<file path="src/rtl/wake_reset_gather.sv">
module wake_reset_gather #(
  parameter int NW  = 6,
  parameter int NPR = 2
) (
  input  logic           clk_i,
  input  logic           rst_ni,
  input  logic [NW-1:0]  wake_req_i,
  input  logic [NW-1:0]  wake_en_i,
  input  logic           capture_en_i,
  input  logic [NW-1:0]  wake_clr_i,
  input  logic           lp_entry_i,
  input  logic           irq_en_i,
  input  logic           irq_clr_i,
  input  logic [NPR-1:0] prst_req_i,
  input  logic [NPR-1:0] prst_en_i,
  input  logic           glitch_i,
  input  logic           esc_i,
  input  logic           sw_rst_i,
  input  logic           lp_rst_i,
  output logic           wake_evt_o,
  output logic [NW-1:0]  wake_info_o,
  output logic           irq_status_o,
  output logic           irq_o,
  output logic [NPR+2:0] rst_req_o,
  output logic [1:0]     rst_cause_o
);

  localparam int RV = NPR + 3;
  localparam logic [1:0] CauseNone = 2'b00;
  localparam logic [1:0] CauseLp   = 2'b01;
  localparam logic [1:0] CauseReq  = 2'b10;

  logic [NW-1:0] wake_hit;
  logic          any_wake;
  logic [RV-1:0] req_nxt;

  assign wake_hit = lp_entry_i ? '0 : (wake_req_i & wake_en_i);
  assign any_wake = |wake_hit;
  assign req_nxt  = {sw_rst_i, esc_i, glitch_i, prst_req_i & prst_en_i};
  assign irq_o    = irq_status_o & irq_en_i;

  always_ff @(posedge clk_i or negedge rst_ni) begin
    if (!rst_ni) begin
      wake_evt_o   <= 1'b0;
      wake_info_o  <= '0;
      irq_status_o <= 1'b0;
    end else begin
      wake_evt_o   <= any_wake;
      wake_info_o  <= (wake_info_o & ~wake_clr_i) | (capture_en_i ? wake_hit : '0);
      irq_status_o <= (irq_status_o & ~irq_clr_i) | any_wake;
    end
  end

  always_ff @(posedge clk_i or negedge rst_ni) begin
    if (!rst_ni) begin
      rst_req_o   <= '0;
      rst_cause_o <= CauseNone;
    end else begin
      rst_req_o   <= req_nxt;
      rst_cause_o <= (|req_nxt) ? CauseReq : (lp_rst_i ? CauseLp : CauseNone);
    end
  end


  disabled_wake_quiet_chk: assert property (@(posedge clk_i) disable iff (!rst_ni)
    ((wake_req_i & wake_en_i) == '0) |=> !wake_evt_o);


  no_capture_chk: assert property (@(posedge clk_i) disable iff (!rst_ni)
    !capture_en_i |=> ((wake_info_o & ~$past(wake_info_o)) == '0));


  irq_sets_chk: assert property (@(posedge clk_i) disable iff (!rst_ni)
    (!lp_entry_i && ((wake_req_i & wake_en_i) != '0)) |=> irq_status_o);


  esc_unmasked_chk: assert property (@(posedge clk_i) disable iff (!rst_ni)
    esc_i |=> rst_req_o[NPR+1]);


  glitch_unmasked_chk: assert property (@(posedge clk_i) disable iff (!rst_ni)
    glitch_i |=> rst_req_o[NPR]);


  req_cause_chk: assert property (@(posedge clk_i) disable iff (!rst_ni)
    (glitch_i || esc_i || sw_rst_i) |=> (rst_cause_o == CauseReq));


  lp_blocks_wake_chk: assert property (@(posedge clk_i) disable iff (!rst_ni)
    lp_entry_i |=> !wake_evt_o);


  info_sticky_chk: assert property (@(posedge clk_i) disable iff (!rst_ni)
    (wake_clr_i == '0) |=> ((wake_info_o & $past(wake_info_o)) == $past(wake_info_o)));


  always @(posedge clk_i) begin
    if (!rst_ni) begin
      reset_zero_chk: assert (wake_info_o == '0 && !irq_status_o && !irq_o &&
                              !wake_evt_o && rst_req_o == '0 && rst_cause_o == CauseNone);
    end
  end

endmodule

</file>
<file path="config.mk">
export PLATFORM = sky130hd
export DESIGN_NAME = wake_reset_gather
export DESIGN_NICKNAME = d
export VERILOG_FILES = /design/src/rtl/wake_reset_gather.sv
export SDC_FILE = /design/constraint.sdc
export NUM_CORES = 1
export LEC_CHECK = 0
export BUFFER_PORTS_ARGS = -buffer_cell sky130_fd_sc_hd__buf_2
export CAP_MARGIN = 20
export CORE_MARGIN = 8
export CORE_UTILIZATION = 35
export DETAILED_ROUTE_END_ITERATION = 6
export PLACE_DENSITY = 0.73
export REMOVE_ABC_BUFFERS = 1
export SETUP_SLACK_MARGIN = 0.3
export SYNTH_ARGS = -nofsm -noshare
export SYNTH_HDL_FRONTEND = slang
export SYNTH_SLANG_ARGS = --single-unit
</file>
<file path="constraint.sdc">
create_clock -name clk_i -period 0.8 [get_ports clk_i]
set_input_delay 0.16 -clock clk_i [delete_from_list [all_inputs] [get_ports clk_i]]
set_output_delay 0.16 -clock clk_i [all_outputs]
set_load 0.01 [all_outputs]
</file>
After elaboration in Yosys (flattened, before gate mapping)
Cells that the tools add are included.
- bits in registers: 15
- bits of input ports: 32
- word-level logic and storage cells: 20
- output and inout port bits: 16
- mux-type cells: 4
- bitwise operators: 9
- reduce and logical (&&, ||, !) cells: 2
- operators with widths (cell ; number):
    AND 6 bit ; 2
    2-to-1 mux 6 bit ; 2
    NOT 6 bit ; 1
    bitwise OR 6 bit ; 1
    OR reduction 6 bit ; 1
    OR reduction 5 bit ; 1
    AND 1 bit ; 2
    AND 2 bit ; 1
    2-to-1 mux 2 bit ; 1
    2-to-1 mux 1 bit ; 1
    NOT 1 bit ; 1
    bitwise OR 1 bit ; 1

Logic depth before layout (Yosys ltp)
Gate-level depths: netlist (run 1).
- word-level depth: 4
- gate-level depth with buffers: 3

Least setup slack after synthesis (run 1)
OpenSTA, ideal clock, no wires.
- path type: flip-flop to output port
- start point: reg irq_status_o
- end point: out irq_o
- arrival time: 0.574 ns
- required time: 0.640 ns
- path buffers: 0
- stages on the path, launching flop included: 2
- slack: 0.066 ns
- path through: dfrtp_1 > and2_1
- word-level cells in the longest chain between the ends: 1
- ends and longest elaborated chain (item ; line ; text):
    from (decl) ; 22 ; output logic irq_status_o,
    from (signal assigned) ; 50 ; irq_status_o <= (irq_status_o & ~irq_clr_i) | any_wake;
    AND 1 bit ; 40 ; assign irq_o = irq_status_o & irq_en_i;
    to (decl) ; 23 ; output logic irq_o,
Every way passes these cells.

Worst setup path in the final report (run 1)
Same ends and word-level chain as after synthesis.

==> results of run 1 <==
[layer usage]
metal,vias to the layer above,track usage (%)
met5,-,0
met4,0,3.093
met3,0,6.849
met2,31,15.85
met1,237,9.225
li1,259,-
[area by class of cell]
type                            instances  area [um2]
Fill cell                             141       573.1
Sequential cell                        15       375.4
Timing Repair Buffer                   49       291.5
Multi-Input combinational cell         24       193.9
Clock buffer                            4       26.28
Inverter                                7       26.28
Tap cell                               16       20.02
[timing repair]
item / in CTS / in global routing
setup endpoints to repair: 23 / 24
setup buffers: 0 / 2
hold endpoints to repair: 16 / 16
gates resized for setup: 0 / 15
pin swaps: 6 / 4
cloned: 0 / 0
[critical path, stage by stage (launching register included)]
cell     delay (ns)
dfrtp_1        0.41
and2_4         0.15
buf_6          0.11
[how the worst max path moves through the flow]
stage / end / slack [ns] / depth (start not counted) / from
2_1_floorplan: irq_o / 0.07 / 1 / irq_status_o
3_3_place_gp: irq_status_o / -0.07 / 4 / wake_req_i[4]
3_5_place_dp: irq_status_o / -0.10 / 4 / wake_req_i[2]
4_1_cts: irq_o / -0.32 / 2 / irq_status_o
5_1_grt: irq_o / -0.33 / 2 / irq_status_o
6_report: irq_o / -0.30 / 2 / irq_status_o
[power by group]
| group | leakage (nW) | total, mW | switching, mW | internal, mW |
|---|---|---|---|---|
| sequential | 0.188 | 0.818 | 0.0194 | 0.799 |
| clock | 0.0150 | 0.410 | 0.217 | 0.193 |
| combinational | 0.299 | 0.289 | 0.131 | 0.159 |
[cells in the final DEF (no fill, tap or decap), drive strengths merged]
| cell type | Yosys | layout |
|---|---|---|
| buf | 0 | 49 |
| dfrtp | 15 | 15 |
| nand2 | 7 | 7 |
| inv | 7 | 7 |
| o22ai | 6 | 6 |
| clkbuf | 0 | 4 |
| and2 | 3 | 3 |
| a22oi | 2 | 2 |
| nor3 | 1 | 1 |
| nor2 | 1 | 1 |
| and3 | 1 | 1 |
| nand2b | 1 | 1 |
| a41oi | 1 | 1 |
| a21o | 1 | 1 |
[logic make-up (layout without fill, tap and decap cells)]
| family | count (synthesis) | after routing | share of synthesized area (%) |
|---|---|---|---|
| AND/OR/NAND/NOR | 14 | 14 | 12.75 |
| flip-flops | 15 | 15 | 67.11 |
| AO/OA/AOI/OAI | 10 | 10 | 15.44 |
| buffers and inverters | 7 | 60 | 4.699 |
[flip-flops by register name, summed over array words and instances (netlist names)]
name          flops
wake_evt_o        1
irq_status_o      1
rst_req_o         5
rst_cause_o       2
wake_info_o       6
[per-stage QoR]
stage | cells | setup TNS, ns | area, um2 | worst slack [ns] | total power, mW
CTS | 113 | -2.681 | 840.8 | -0.3217 | 1.494
global placement | 109 | -0.07306 | 814.5 | -0.07148 | 1.069
floorplan | 46 | 0 | 559.3 | 0.06613 | 0.9179
detailed placement | 109 | -0.1109 | 814.5 | -0.1032 | 1.074
global route | 115 | -3.071 | 933.4 | -0.3349 | 1.606
finish | 115 | -2.443 | 933.4 | -0.2966 | 1.518
==> results.toml, run 1 <==
[run_status]
status = "finished, violations left"
violations = "hold timing, setup timing"

[routing]
drt-total-wl_um = 1492
dr_wl_met2_um = 717
met1Wirelength_um = 542
ant_nets = 0
drc_errors = 0
highest_layer = "met3"
drt-vias-per-instance = 4.583
num_vias = 527
dr.first_iter.drc_count = 3
met3WireLength_um = 232
wl_per_cell_um = 12.97
dr.pass1.iters = 2

[global_route]
grt_usage_pct = 9.612
grt_pass1_wl_um = 2518
grt_max_degree = 16
overflow = 0
antenna_found_initial = 0
grt_pass1_vias = 587

[cells_and_area]
antennaDiodeCount = 0
utilization_pct = 61.96
finalNetCount = 132
area_growth_syn_to_layout_pct = 66.89
drive_above_1_share_pct = 63.64

[timing]
setup_viol_count_final = 16
finalCritPeriodShare_pct = 137.1
tightest_slew_ns = 0.3193
max_freq_mhz = 911.9
skew_ns = 0
hold_violations = 16
rsz0062_at_grt = "yes"
whs_ns = -0.2326
worst_slew_margin_rel_pct = 78.71
setup_ws_ns = -0.2966
report.final.slew_viol_count = 0
period_minus_slack_ns = 1.097

[floorplanning]
die_w_um = 55.98
start_util_pct = 37.13
die-area_um2 = 3133
core_area_um2 = 1506
die_h_um = 55.98
ios = 48
rows = 14

[clock_tree]
clock_latency_ns = 0.27
h-tree-depth = 1
clock_path_buffers = 2
cts_tree = "built"
clkTransAtPathRegs_ns = 0.08
cts_sinks = 15
numCtsBuffers = 3
clockRootBuffer = "clkbuf_4"

[synth]
yosysUniqueCellTypes = 12
ys_ff_latch = 15
synthFlopType = "dfrtp_1"
syn_avg_cell_area_um2 = 12.16
ys_warn_count = 0
synth_area_leaders = "dfrtp_1, o22ai_1, inv_1"
synth_top_cell_by_area = "dfrtp_1"
syn_inst = 46
yosysSeqAreaShare_pct = 67.11
async_flop_share_pct = 100.0
netlist.area_leader.share_pct = 67.11
ys_top_cells_by_count = "dfrtp_1, inv_1, nand2_1"
synth_most_common_cell = "dfrtp_1"
synth_edf_count = 0
syn-cell-area_um2 = 559.3

[setup_path]
rr_worst_depth = 3
startpoint_type = "register"
r2r-start = "wake_info_o[5]"
r2r_setup_slack_ns = 0.06
crit_type = "register to output pin"
crit_required_ns = 0.64
critPathArrivalTime_ns = 0.94
cp_max_fo = 3
endpoint_kind = "output pin"
reg2reg_to = "wake_info_o[5]"

[place]
place_congestion = 0.6698
port_buffers = 47

[power]
power.density_nw_per_um2 = 1626
peakVddDrop_v = 0.0009800
p_leak_nw = 0.5023

[min_path]
min_path_type = "primary input to async pin"

[run]
maxCapViolCount = 0
(Power assumes the default switching activity.)
==> run 2, diff against run 1 <==
--- a/config.mk
+++ b/config.mk
@@ -10,6 +10,7 @@
 export CORE_MARGIN = 8
 export CORE_UTILIZATION = 35
 export DETAILED_ROUTE_END_ITERATION = 6
+export MAX_ROUTING_LAYER = met4
 export PLACE_DENSITY = 0.73
 export REMOVE_ABC_BUFFERS = 1
 export SETUP_SLACK_MARGIN = 0.3
==> results.toml, run 2 (same netlist as run 1, synthesis figures left out) <==
[power]
switching_share_pct = 24.07
sequentialPowerShare_pct = 54.1
p_leak_nw = 0.4967
peakVddDrop_v = 0.0009773
power.density_nw_per_um2 = 1639
power.switching_uw = 363.3
cell_internal_pwr_mw = 1.146
p_total_mw = 1.509
combPwrFrac_pct = 18.9
clockPowerShare_pct = 27.0

[clock_tree]
h-tree-depth = 1
clockRootBuffer = "clkbuf_4"
clkTransAtPathRegs_ns = 0.08
cts_sinks = 15
clock_path_buffers = 2
clock_latency_ns = 0.27
cts_tree = "built"
numCtsBuffers = 3

[timing]
setup_ws_ns = -0.2930
max_freq_mhz = 914.9
skew_ns = 0
setup_viol_count_final = 16
report.final.slew_viol_count = 0
finalCritPeriodShare_pct = 136.6
tightest_slew_ns = 0.3187
hold_violations = 15
whs_ns = -0.2308
tns_ns = -2.418
worst_slew_margin_rel_pct = 78.75
rsz0062_at_grt = "yes"
period_minus_slack_ns = 1.093

[setup_path]
startpoint_type = "register"
critPathTopFamily = "flip-flops"
crit_slowest_cell = "dfrtp_1"
crit_type = "register to output pin"
crit_chain = "and2_4 > buf_6"
reg2reg_to = "wake_info_o[5]"
cp_slowest_stage_delay_ns = 0.41
endpoint_kind = "output pin"
r2r-start = "wake_info_o[5]"
r2r_setup_slack_ns = 0.06
crit_required_ns = 0.64
rr_worst_depth = 3
cp_max_fo = 3
critPathArrivalTime_ns = 0.93
critPathBufInv = 1

[global_route]
grt_max_degree = 16
grt_pass1_vias = 587
antenna_found_initial = 0
overflow = 0
grt_usage_pct = 9.867
grt_pass1_wl_um = 2518

[cells_and_area]
final_cell_mix = "buf_2, dfrtp_1, nand2_1"
stdcell_count = 115
layout_commonest_cell = "buf_2"
regMostFlops = "wake_info_o"
drive_above_1_share_pct = 63.64
num-fill-cells = 143
antennaDiodeCount = 0
utilization_pct = 61.13
area_growth_syn_to_layout_pct = 64.65
largestRegisters = "wake_info_o: 6 flops, rst_req_o: 5 flops, rst_cause_o: 2 flops"
finalNetCount = 132
largest_reg_flops = 6

[place]
place_congestion = 0.6762
port_buffers = 47
place_inst = 109

[routing]
drt-total-wl_um = 1480
dr.pass1.iters = 4
wl_per_cell_um = 12.87
dr.first_iter.drc_count = 3
ant_nets = 0
drt-vias-per-instance = 4.609
num_vias = 530
drc_errors = 0

[floorplanning]
die_h_um = 55.98
die-area_um2 = 3133
start_util_pct = 37.13
core_area_um2 = 1506
ios = 48
die_w_um = 55.98
rows = 14

[min_path]
min_path_type = "primary input to async pin"

[run_status]
violations = "hold timing, setup timing"
status = "finished, violations left"

[run]
maxCapViolCount = 0
## run 2: changes by cell type in the layout (fill, tap and decap cells not counted)
| cell | before | now |
|---|---|---|
| buf_6 | 7 | 5 |
| buf_2 | 41 | 43 |
## run 2: timing repair
action                                  CTS  global route
setup buffers                             0             2
cloned                                    0             0
pin swaps                                 6             4
resized for setup                         0            13
hold endpoints to repair                 16            16
endpoints found under the setup margin   23            24
## run 2: area by class of cell
cell class                      count  area [um2]  area share (%)
Clock buffer                        4       26.28           2.853
Inverter                            7       26.28           2.853
Multi-Input combinational cell     24       193.9           21.06
Sequential cell                    15       375.4           40.76
Tap cell                           16       20.02           2.174
Timing Repair Buffer               49       279.0           30.30
## run 2: stage by stage
step / worst slack [ns] / cell area (um2) / hold slack, ns
after global placement: -0.07148 / 814.5 / 0.07582
after CTS: -0.3217 / 840.8 / -0.2297
after floorplan: 0.06613 / 559.3 / -0.1356
after global routing: -0.3349 / 920.9 / -0.2129
after detailed placement: -0.1032 / 814.5 / 0.07580
final: -0.2930 / 920.9 / -0.2308
## run 2: power by group through the flow
stage               registers [mW]  clock network [mW]  logic, mW
floorplan                    0.853                   0     0.0649
global placement             0.829                   0      0.241
detailed placement           0.830                   0      0.244
CTS                          0.815               0.436      0.244
global route                 0.823               0.460      0.316
finish                       0.817               0.408      0.285
## run 2: layer usage
metal | vias to the layer above | wire length, um | global-route usage [%]
li1 | 260 | - | -
met1 | 239 | 574 | 10.03
met2 | 31 | 714 | 15.85
met3 | 0 | 191 | 5.479
met4 | 0 | 0 | 3.093
met5 | - | 0 | -
## run 2: worst max-delay path by stage
stage | slack, ns | end | from | cells past startpoint
final | -0.29 | irq_o | irq_status_o | 2
after global routing | -0.33 | irq_o | irq_status_o | 2
after CTS | -0.32 | irq_o | irq_status_o | 2
after detailed placement | -0.10 | irq_status_o | wake_req_i[2] | 4
after global placement | -0.07 | irq_status_o | wake_req_i[4] | 4
after floorplan | 0.07 | irq_o | irq_status_o | 1
==> run 3, diff against run 2 <==
--- a/config.mk
+++ b/config.mk
@@ -12,6 +12,7 @@
 export DETAILED_ROUTE_END_ITERATION = 6
 export MAX_ROUTING_LAYER = met4
 export PLACE_DENSITY = 0.73
+export RECOVER_POWER = 25
 export REMOVE_ABC_BUFFERS = 1
 export SETUP_SLACK_MARGIN = 0.3
 export SYNTH_ARGS = -nofsm -noshare
==> results.toml, run 3 (same netlist as run 1, synthesis figures left out) <==
[run_status]
status = "finished, violations left"
violations = "hold timing, setup timing"

[timing]
period_minus_slack_ns = 1.093
setup_ws_ns = -0.2930
finalCritPeriodShare_pct = 136.6
max_freq_mhz = 914.9
report.final.slew_viol_count = 0
skew_ns = 0
setup_viol_count_final = 16
rsz0062_at_grt = "yes"
worst_slew_margin_rel_pct = 49.54
hold_violations = 15
tightest_slew_ns = 0.7568
whs_ns = -0.07451

[run]
maxCapViolCount = 0

[clock_tree]
clockRootBuffer = "clkbuf_4"
numCtsBuffers = 3
cts_sinks = 15
clkTransAtPathRegs_ns = 0.08
clock_latency_ns = 0.27
h-tree-depth = 1
cts_tree = "built"
clock_path_buffers = 2

[routing]
dr.pass1.iters = 4
drt-total-wl_um = 1478
ant_nets = 0
dr.first_iter.drc_count = 3
num_vias = 530
drc_errors = 0
drt-vias-per-instance = 4.609
wl_per_cell_um = 12.85

[power]
combPwrFrac_pct = 18.8
sequentialPowerShare_pct = 54.2
peakVddDrop_v = 0.0009773
power.switching_uw = 363.3
switching_share_pct = 24.08
p_leak_nw = 0.4940
cell_internal_pwr_mw = 1.145
clockPowerShare_pct = 27.0
power.density_nw_per_um2 = 1640
p_total_mw = 1.508

[floorplanning]
die-area_um2 = 3133
core_area_um2 = 1506
rows = 14
ios = 48
die_h_um = 55.98
die_w_um = 55.98
start_util_pct = 37.13

[global_route]
antenna_found_initial = 0
grt_pass1_wl_um = 2518
overflow = 0
grt_usage_pct = 9.867
grt_max_degree = 16
grt_pass1_vias = 587

[setup_path]
critPathArrivalTime_ns = 0.93
crit_required_ns = 0.64
startpoint_type = "register"
r2r_setup_slack_ns = 0.06
rr_worst_depth = 3
r2r-start = "wake_info_o[5]"
reg2reg_to = "wake_info_o[5]"
crit_type = "register to output pin"
cp_max_fo = 3
endpoint_kind = "output pin"

[cells_and_area]
drive_above_1_share_pct = 62.63
antennaDiodeCount = 0
largestRegisters = "wake_info_o: 6 flops, rst_req_o: 5 flops, rst_cause_o: 2 flops"
area_growth_syn_to_layout_pct = 64.43
largest_reg_flops = 6
final_cell_mix = "buf_2, dfrtp_1, nand2_1"
finalNetCount = 132
regMostFlops = "wake_info_o"
utilization_pct = 61.05
layout_commonest_cell = "buf_2"

[place]
port_buffers = 47
place_congestion = 0.6762

[min_path]
min_path_type = "primary input to async pin"
==> run 3: cell type report <==
class | count | area (um2)
clock buffer | 4 | 26.28
fill | 144 | 586.8
inverter | 7 | 26.28
multi-input combinational | 24 | 193.9
sequential | 15 | 375.4
tap | 16 | 20.02
timing repair buffer | 49 | 277.8
==> run 3: layer usage <==
layer  vias up  global-route usage (%)  routed length, um
met5         -                       -                  0
met3         0                   5.479                190
met1       239                   10.03                573
li1        260                       -                  -
met2        31                   15.85                714
met4         0                   3.093                  0
==> run 3: what timing repair did <==
item,in CTS,in global routing
resized for setup,0,13
setup endpoints to repair,23,24
hold endpoints to repair,16,16
buffers inserted,0,2
pin swaps,6,4
==> run 3: critical path: stages (launching register included) <==
cell and delay [ns]:
dfrtp_1 0.41, and2_4 0.15, buf_6 0.11
==> run 3: how the worst max path moves through the flow <==
| stage | cells past startpoint | start | endpoint |
|---|---|---|---|
| final | 2 | irq_status_o | irq_o |
| after global routing | 2 | irq_status_o | irq_o |
| after CTS | 2 | irq_status_o | irq_o |
| after detailed placement | 4 | wake_req_i[2] | irq_status_o |
| after global placement | 4 | wake_req_i[4] | irq_status_o |
| after floorplan | 1 | irq_status_o | irq_o |
==> run 3: power by group through the flow <==
stage,logic (mW),registers (mW),clock network [mW]
floorplan,0.0649,0.853,0
global placement,0.241,0.829,0
detailed placement,0.244,0.830,0
CTS,0.244,0.815,0.436
global route,0.315,0.823,0.460
finish,0.284,0.817,0.408
==> run 3: metrics by stage <==
stage	setup WS [ns]	area, um2	setup TNS, ns	instances
after global routing	-0.3349	919.6	-3.065	115
after CTS	-0.3217	840.8	-2.681	113
after floorplan	0.06613	559.3	0	46
after global placement	-0.07148	814.5	-0.07306	109
after detailed placement	-0.1032	814.5	-0.1109	109
final	-0.2930	919.6	-2.418	115
